File: src/rtl/alarm_matcher.sv
module alarm_matcher (
  input  logic       clk,
  input  logic       rst_n,
  input  logic       upd_stb,
  input  logic       bin_mode,
  input  logic       hr24_mode,
  input  logic       freeze,
  input  logic       div_hold,
  input  logic [7:0] alm_sec,
  input  logic [7:0] alm_min,
  input  logic [7:0] alm_hr,
  input  logic [7:0] cur_sec,
  input  logic [7:0] cur_min,
  input  logic [7:0] cur_hr,
  output logic       alarm_hit
);

  localparam logic [1:0] WILD = 2'b11;

  function automatic logic [7:0] field_val(input logic [7:0] b, input logic bin);
    logic [7:0] hi, lo;
    hi = {4'd0, b[7:4]};
    lo = {4'd0, b[3:0]};
    return bin ? b : (hi * 8'd10 + lo);
  endfunction

  function automatic logic [7:0] hour_val(input logic [7:0] b, input logic bin, input logic h24);
    logic [7:0] base;
    if (h24) return field_val(b, bin);
    base = field_val({1'b0, b[6:0]}, bin) % 8'd12;
    return b[7] ? base + 8'd12 : base;
  endfunction

  logic sec_ok, min_ok, hr_ok, enable;

  assign sec_ok = (alm_sec[7:6] == WILD) ||
                  (field_val(alm_sec, bin_mode) == field_val(cur_sec, bin_mode));
  assign min_ok = (alm_min[7:6] == WILD) ||
                  (field_val(alm_min, bin_mode) == field_val(cur_min, bin_mode));
  assign hr_ok  = (alm_hr[7:6] == WILD) ||
                  (hour_val(alm_hr, bin_mode, hr24_mode) == hour_val(cur_hr, bin_mode, hr24_mode));
  assign enable = !freeze && !div_hold;

  always_ff @(posedge clk) begin
    if (!rst_n) alarm_hit <= 1'b0;
    else        alarm_hit <= upd_stb && enable && sec_ok && min_ok && hr_ok;
  end

endmodule

File: config.mk
export PLATFORM = sky130hd
export DESIGN_NAME = alarm_matcher
export DESIGN_NICKNAME = d
export VERILOG_FILES = /design/src/rtl/alarm_matcher.sv
export SDC_FILE = /design/constraint.sdc
export NUM_CORES = 1
export LEC_CHECK = 0
export ABC_CLOCK_PERIOD_IN_PS = 4500
export CAP_MARGIN = 15
export CELL_PAD_IN_SITES_DETAIL_PLACEMENT = 0
export CELL_PAD_IN_SITES_GLOBAL_PLACEMENT = 1
export CORE_MARGIN = 4
export CORE_UTILIZATION = 41
export DETAILED_ROUTE_END_ITERATION = 8
export PLACE_DENSITY_LB_ADDON = 0.12
export SLEW_MARGIN = 20
export SYNTH_ARGS = -nofsm -noshare
export SYNTH_HDL_FRONTEND = slang
export SYNTH_SLANG_ARGS = --single-unit
File: constraint.sdc
create_clock -name clk -period 4.5 [get_ports clk]
set_clock_uncertainty 0.15 [all_clocks]
set_input_delay 0.45 -clock clk [delete_from_list [all_inputs] [get_ports clk]]
set_output_delay 0.45 -clock clk [all_outputs]
set_load 0.02 [all_outputs]
**Word-level counts from Yosys, hierarchy flattened**

Index checks and enable logic that the tools add are counted.

- Register bits: 1
- Bits of input ports: 55
- Word-level logic and storage cells: 52
- Output and inout bits: 1

- $mul: 8
- Add/sub/neg operators: 10
- Mux-type cells: 15
- Equality and inequality tests: 6
- Reduce and logical (&&, ||, !) cells: 10
- Divide/modulo/power cells: 2

Operator list:

| operator | number |
|---|---|
| 2-to-1 mux 8 bit | 14 |
| adder 8 x 4 -> 8 bit | 6 |
| multiplier 4 x 3 -> 7 bit, second input constant | 6 |
| equality test 8 bit | 3 |
| adder 7 x 4 -> 8 bit | 2 |
| adder 8 x 4 -> 8 bit, second input constant | 2 |
| modulo 8 x 4 -> 8 bit, second input constant | 2 |
| multiplier 3 x 3 -> 6 bit, second input constant | 2 |
| equality test 2 bit, second input constant | 3 |
| logical AND 1 bit | 5 |
| logical OR 1 bit | 3 |
| zero test 1 bit | 2 |
| 2-to-1 mux 1 bit | 1 |

**Longest topological paths before layout**

Gate-level depths: netlist (run 1).

- Depth after elaboration: 10
- Depth in mapped cells: 17
- Mapped depth without buffers: 16

**Worst setup path before layout (run 1)**

Ideal clock, no wire load.

- Kind: in2reg
- From: input port alm_hr[4]
- To: register alarm_hit
- Setup time: 0.087 ns
- Arrival: 3.413 ns
- Buffers on the path: 1
- Slack: 0.850 ns
- Cell stages on the path: 16
- Required time: 4.263 ns
- Path through: ha_1 > ha_1 > buf_4 > a21oi_1 > a211oi_1 > or4_1 > a21oi_1 > o21ai_1 > a32oi_1 > nor2_1 > ha_1 > a21oi_1 > o31a_1 > a21oi_2 > xnor2_1 > o31ai_1

- Word-level cells in the longest chain between the ends: 10
- Elaborated cells between the ends (all ways): 14
- Those cells by class: add/sub (3); mul (2); div (1); eq/ne (1); mux (5); reduce/logical (2)

Ends and longest elaborated chain:

| item | RTL line | text |
|---|---|---|
| from (decl) | 11 | `input logic [7:0] alm_hr,` |
| multiplier 3 x 3 -> 6 bit | 24 | `return bin ? b : (hi * 8'd10 + lo);` |
| adder 7 x 4 -> 8 bit | 24 |  |
| 2-to-1 mux 8 bit | 24 |  |
| modulo 8 x 4 -> 8 bit | 30 | `base = field_val({1'b0, b[6:0]}, bin) % 8'd12;` |
| adder 8 x 4 -> 8 bit | 31 | `return b[7] ? base + 8'd12 : base;` |
| 2-to-1 mux 8 bit | 31 |  |
| 2-to-1 mux 8 bit * | 30 |  |
| equality test 8 bit * | 41 | `(hour_val(alm_hr, bin_mode, hr24_mode) == hour_val(cur_hr, bin_mode, hr24_mode));` |
| logical OR 1 bit * | 40 | `assign hr_ok = (alm_hr[7:6] == WILD) \|\|` |
| logical AND 1 bit * | 46 | `else alarm_hit <= upd_stb && enable && sec_ok && min_ok && hr_ok;` |
| to (signal assigned) | 46 |  |
| to (decl) | 15 | `output logic alarm_hit` |

Mark *: on every way between the ends. The rest lies on a longest branch, timed or not. The select of a mux whose other input is x is not followed.
A chain may end at the register's enable or synchronous reset.

**Worst setup path in the final report (run 1)**

- From: input port cur_hr[4]
- To: register alarm_hit

- Word-level cells in the longest chain between the ends: 10
- Elaborated cells between the ends (all ways): 14
- Those cells by class: add/sub (3); mul (2); div (1); eq/ne (1); mux (5); reduce/logical (2)

Ends and longest elaborated chain:

| item | RTL line | text |
|---|---|---|
| from (decl) | 14 | `input logic [7:0] cur_hr,` |
| multiplier 3 x 3 -> 6 bit | 24 |  |
| adder 7 x 4 -> 8 bit | 24 |  |
| 2-to-1 mux 8 bit | 24 |  |
| modulo 8 x 4 -> 8 bit | 30 |  |
| adder 8 x 4 -> 8 bit | 31 |  |
| 2-to-1 mux 8 bit | 31 |  |
| 2-to-1 mux 8 bit * | 30 |  |
| equality test 8 bit * | 41 |  |
| logical OR 1 bit * | 40 |  |
| logical AND 1 bit * | 46 |  |

Marked as above.

==> results summary, run 1 <==
The run finished with clean final reports. The top-level port count came out at 56. The count of non-filler cells in the finished layout came out at between 500 and 600. Of all flip-flops after synthesis, the portion carrying an async set or reset was 0.

The flip-flop count of the largest register, all copies and words added is 1. The peak fanout along the critical path came out at 5. The share of post-route cells with drive strength above 1 is 0.1123.

The synthesized net count is around 530. The data required time at the worst endpoint came out at between 4 and 5 ns. The utilization after layout came out at 0.5339. The total DRC errors in the routed layout is 0.

Across every metal layer, demand over resource in global routing totals 0.1603. In this run the tool buffered the top-level ports with 55 buffer cells. Of all cell types, the one taking the most synthesized area is sky130_fd_sc_hd__ha_1. The pin count of the biggest net entering global routing is 20. For the pin with the worst max-slew slack, the measured transition is ~0.48 ns.

The core region is 7687 sq um. The congestion estimate from routability-driven global placement came to between 0.7 and 0.8. The count of nets left with antenna violations once routing finished came out at 0.

STA classifies the critical path endpoint as a flip-flop. Setup violations remaining at the end of the flow were counted as 0. The count of standard-cell rows is 32. Across the VDD grid, the largest voltage drop is 0.06652 mV.

The worst hold-check slack is 1.059 ns. In the final design database the tool counted 589 nets. The area occupied by registers came out at 20.02 sq um. The die covers between 9000 and 10000 sq um. The clock period could shrink to 4.253 ns.

The most flop-heavy register is alarm_hit. The count of final max-slew check failures came out at 0. The signed area change from the synthesized netlist to the final layout is 26.89%. The detailed-routing iteration count for the pre-antenna-repair pass came out at 4.

The total wirelength of the detailed-routed design came out at 7.925 mm. The largest registers in the layout are alarm_hit: 1 flops. The final-layout fill cell count is 803. The worst pin sits at a relative slew slack of 0.6699. The number of distinct library cell variants in the gate-level netlist after synthesis is 63. The total overflow reported by the global router is 0. The die width came out at about 97 um. The half-perimeter wire length after placement is 6.647 mm. The most used flip-flop cell after synthesis is sky130_fd_sc_hd__dfxtp_1. The synthesis warning total came out at 0. Max-cap violations in this run came to 0. The placed instances occupy a cell area of roughly 3900 sq um. The number of antenna violations at the first check in global routing came to 0. The upper clock frequency limit is between 200 and 250 MHz.

The number of enable flip-flop cells after synthesis is 0. The category of the most critical setup path is in2reg. After synthesis, the most frequently instantiated cells are 58 x sky130_fd_sc_hd__xnor2_1, 48 x sky130_fd_sc_hd__ha_1, 26 x sky130_fd_sc_hd__nand2_1, 25 x sky130_fd_sc_hd__nor2_1, 24 x sky130_fd_sc_hd__a21oi_1. The worst setup path is launched from an input pin. The share of the Yosys chip area taken by registers is 0.006190. The number of cells traversed by the worst hold path is 4. The total area of multi-input combinational cells came out at ~3200 sq um. The share of Yosys cell area claimed by the top area cell type came out at 0.1857.

The number of DRC markers after the initial detailed-route iteration is 60. For this configuration, the core starts out at a cell density of 0.4207. After clock tree synthesis, the clock-pin slew on the worst setup and hold paths is 0 ns. The count of endpoints failing hold in the final timing report came out at 0. The quantity of hold-fixing buffers added after cts is 0. In this run, placement finished with an instance count of 570. The total via count in the routed design came out at 3100. The average wire length per cell after detail routing came out at 13.81 um.

The first-pass GRT wire length came out at between 10 and 15 mm. After synthesis, the cell types taking the most area are sky130_fd_sc_hd__ha_1 19%, sky130_fd_sc_hd__xnor2_1 16%, sky130_fd_sc_hd__fa_1 7.4%. The static leakage is 1.679 nW. Of the available clock period, the critical path in the final layout requires 0.9452.

The final design area excluding fillers is 4104 sq um. By instance count, the leading cell after synthesis is sky130_fd_sc_hd__xnor2_1. The number of global-route vias before repair came out at 2985. The min-delay analysis places its worst path in the category in2reg. Counting flops and latches in the post-synthesis netlist gives 1. The arrival time reported for the critical path endpoint is 4.01 ns. Summing every instance area after synthesis gives between 3000 and 4000 sq um. The repair_antennas step left the layout with diodes totalling 0. The die height is 96.82 um. The mean area per synthesized cell is 7.850 sq um. The total negative setup slack is 0 ns.

The total power divided by cell area came out at 160.6 nW/um^2. The via-per-instance ratio is 5.401. The number of cells produced by synthesis is 412.
[per-layer routing]
layer,vias up,track usage,share of wire,routed length (um)
li1,1627,-,-,-
met1,1427,0.2181,0.48,3797
met2,40,0.2919,0.49,3890
met3,6,0.005768,0.022,173
met4,0,0.01296,0.0079,63
met5,-,0,0,0
[cell usage in the layout (no fill, tap or decap), types with 3 or more instances in the layout]
cell,n
sky130_fd_sc_hd__xnor2_1,58
sky130_fd_sc_hd__clkdlybuf4s50_1,54
sky130_fd_sc_hd__ha_1,44
sky130_fd_sc_hd__nand2_1,26
sky130_fd_sc_hd__nor2_1,25
sky130_fd_sc_hd__a21oi_1,21
sky130_fd_sc_hd__xor2_1,20
sky130_fd_sc_hd__inv_1,19
sky130_fd_sc_hd__buf_4,19
sky130_fd_sc_hd__o21ai_0,18
sky130_fd_sc_hd__nand3_1,12
sky130_fd_sc_hd__nor3_1,11
sky130_fd_sc_hd__fa_1,10
sky130_fd_sc_hd__a211o_1,9
sky130_fd_sc_hd__nor2b_1,9
sky130_fd_sc_hd__a21o_1,9
sky130_fd_sc_hd__mux2i_1,8
sky130_fd_sc_hd__and2_1,7
sky130_fd_sc_hd__a211oi_1,6
sky130_fd_sc_hd__a31oi_1,5
sky130_fd_sc_hd__nand2b_1,4
sky130_fd_sc_hd__o211ai_1,4
sky130_fd_sc_hd__a21oi_2,4
sky130_fd_sc_hd__and3_1,4
sky130_fd_sc_hd__o22ai_1,4
sky130_fd_sc_hd__nor3b_1,3
sky130_fd_sc_hd__or4_4,3
sky130_fd_sc_hd__or3_1,3
sky130_fd_sc_hd__nand4_1,3
sky130_fd_sc_hd__o2111ai_1,3
sky130_fd_sc_hd__ha_4,3
[timing repair]
action                                  in CTS  in global routing
resized for setup                            0                 27
buffers inserted                             0                  4
endpoints found under the setup margin       0                  1
[metrics by stage]
step / power, mW / worst slack, ns
6_report: 0.6591 / 0.2466
5_1_grt: 0.7358 / -0.01891
4_1_cts: 0.6231 / 0.07773
3_5_place_dp: 0.6199 / 0.07870
3_3_place_gp: 0.6147 / 0.1190
2_1_floorplan: 0.4673 / 0.8500
[worst max-delay path, cell delays in order]
cell,delay [ns]
sky130_fd_sc_hd__clkdlybuf4s50_1,0.46
sky130_fd_sc_hd__ha_1,0.35
sky130_fd_sc_hd__ha_4,0.31
sky130_fd_sc_hd__a21oi_2,0.09
sky130_fd_sc_hd__a211o_1,0.35
sky130_fd_sc_hd__a221oi_4,0.34
sky130_fd_sc_hd__nand4_1,0.16
sky130_fd_sc_hd__a2bb2oi_2,0.19
sky130_fd_sc_hd__o32ai_2,0.29
sky130_fd_sc_hd__a21oi_2,0.08
sky130_fd_sc_hd__ha_1,0.20
sky130_fd_sc_hd__nand2b_1,0.15
sky130_fd_sc_hd__xnor2_1,0.15
sky130_fd_sc_hd__o22ai_1,0.13
sky130_fd_sc_hd__nand4_1,0.11
sky130_fd_sc_hd__o31ai_1,0.19
[final timing paths]
kind,to,start,slack [ns]
max,alarm_hit,cur_hr[4],0.25
min,alarm_hit,alm_hr[0],1.06
[cells by family (layout without fill, tap and decap cells)]
logic type,after synthesis,count (layout),share of synthesized area
and+or+nand+nor,123,123,0.2019
AOI/OAI and AO/OA,106,106,0.2329
xor gates and xnor gates,79,79,0.2182
adders and majority gates,60,60,0.2600
buffers and inverters,33,93,0.04913
muxes,10,10,0.03172
DFF,1,1,0.006190
[where the power goes]
group | internal [mW] | total [mW] | switching, mW
Combinational | 0.330 | 0.650 | 0.320
Sequential | 0.00906 | 0.00907 | 0.00000313
Clock | 0 | 0 | 0
[cell type report]
| class | count | share of cell area |
|---|---|---|
| multi-input combinational | 378 | 0.7790 |
| tap | 102 | 0.03110 |
| inverter | 19 | 0.01738 |
| sequential | 1 | 0.004878 |
| timing repair buffer | 74 | 0.1677 |
Note: power is estimated with default switching activity, not from simulation.
==> run 2, diff against run 1 <==
--- a/config.mk
+++ b/config.mk
@@ -12,6 +12,7 @@
 export CORE_MARGIN = 4
 export CORE_UTILIZATION = 41
 export DETAILED_ROUTE_END_ITERATION = 8
+export GPL_ROUTABILITY_DRIVEN = 0
 export PLACE_DENSITY_LB_ADDON = 0.12
 export SLEW_MARGIN = 20
 export SYNTH_ARGS = -nofsm -noshare
==> results of run 2 <==
Same layout as run 1: the final DEF is identical, and so are final timing and power.
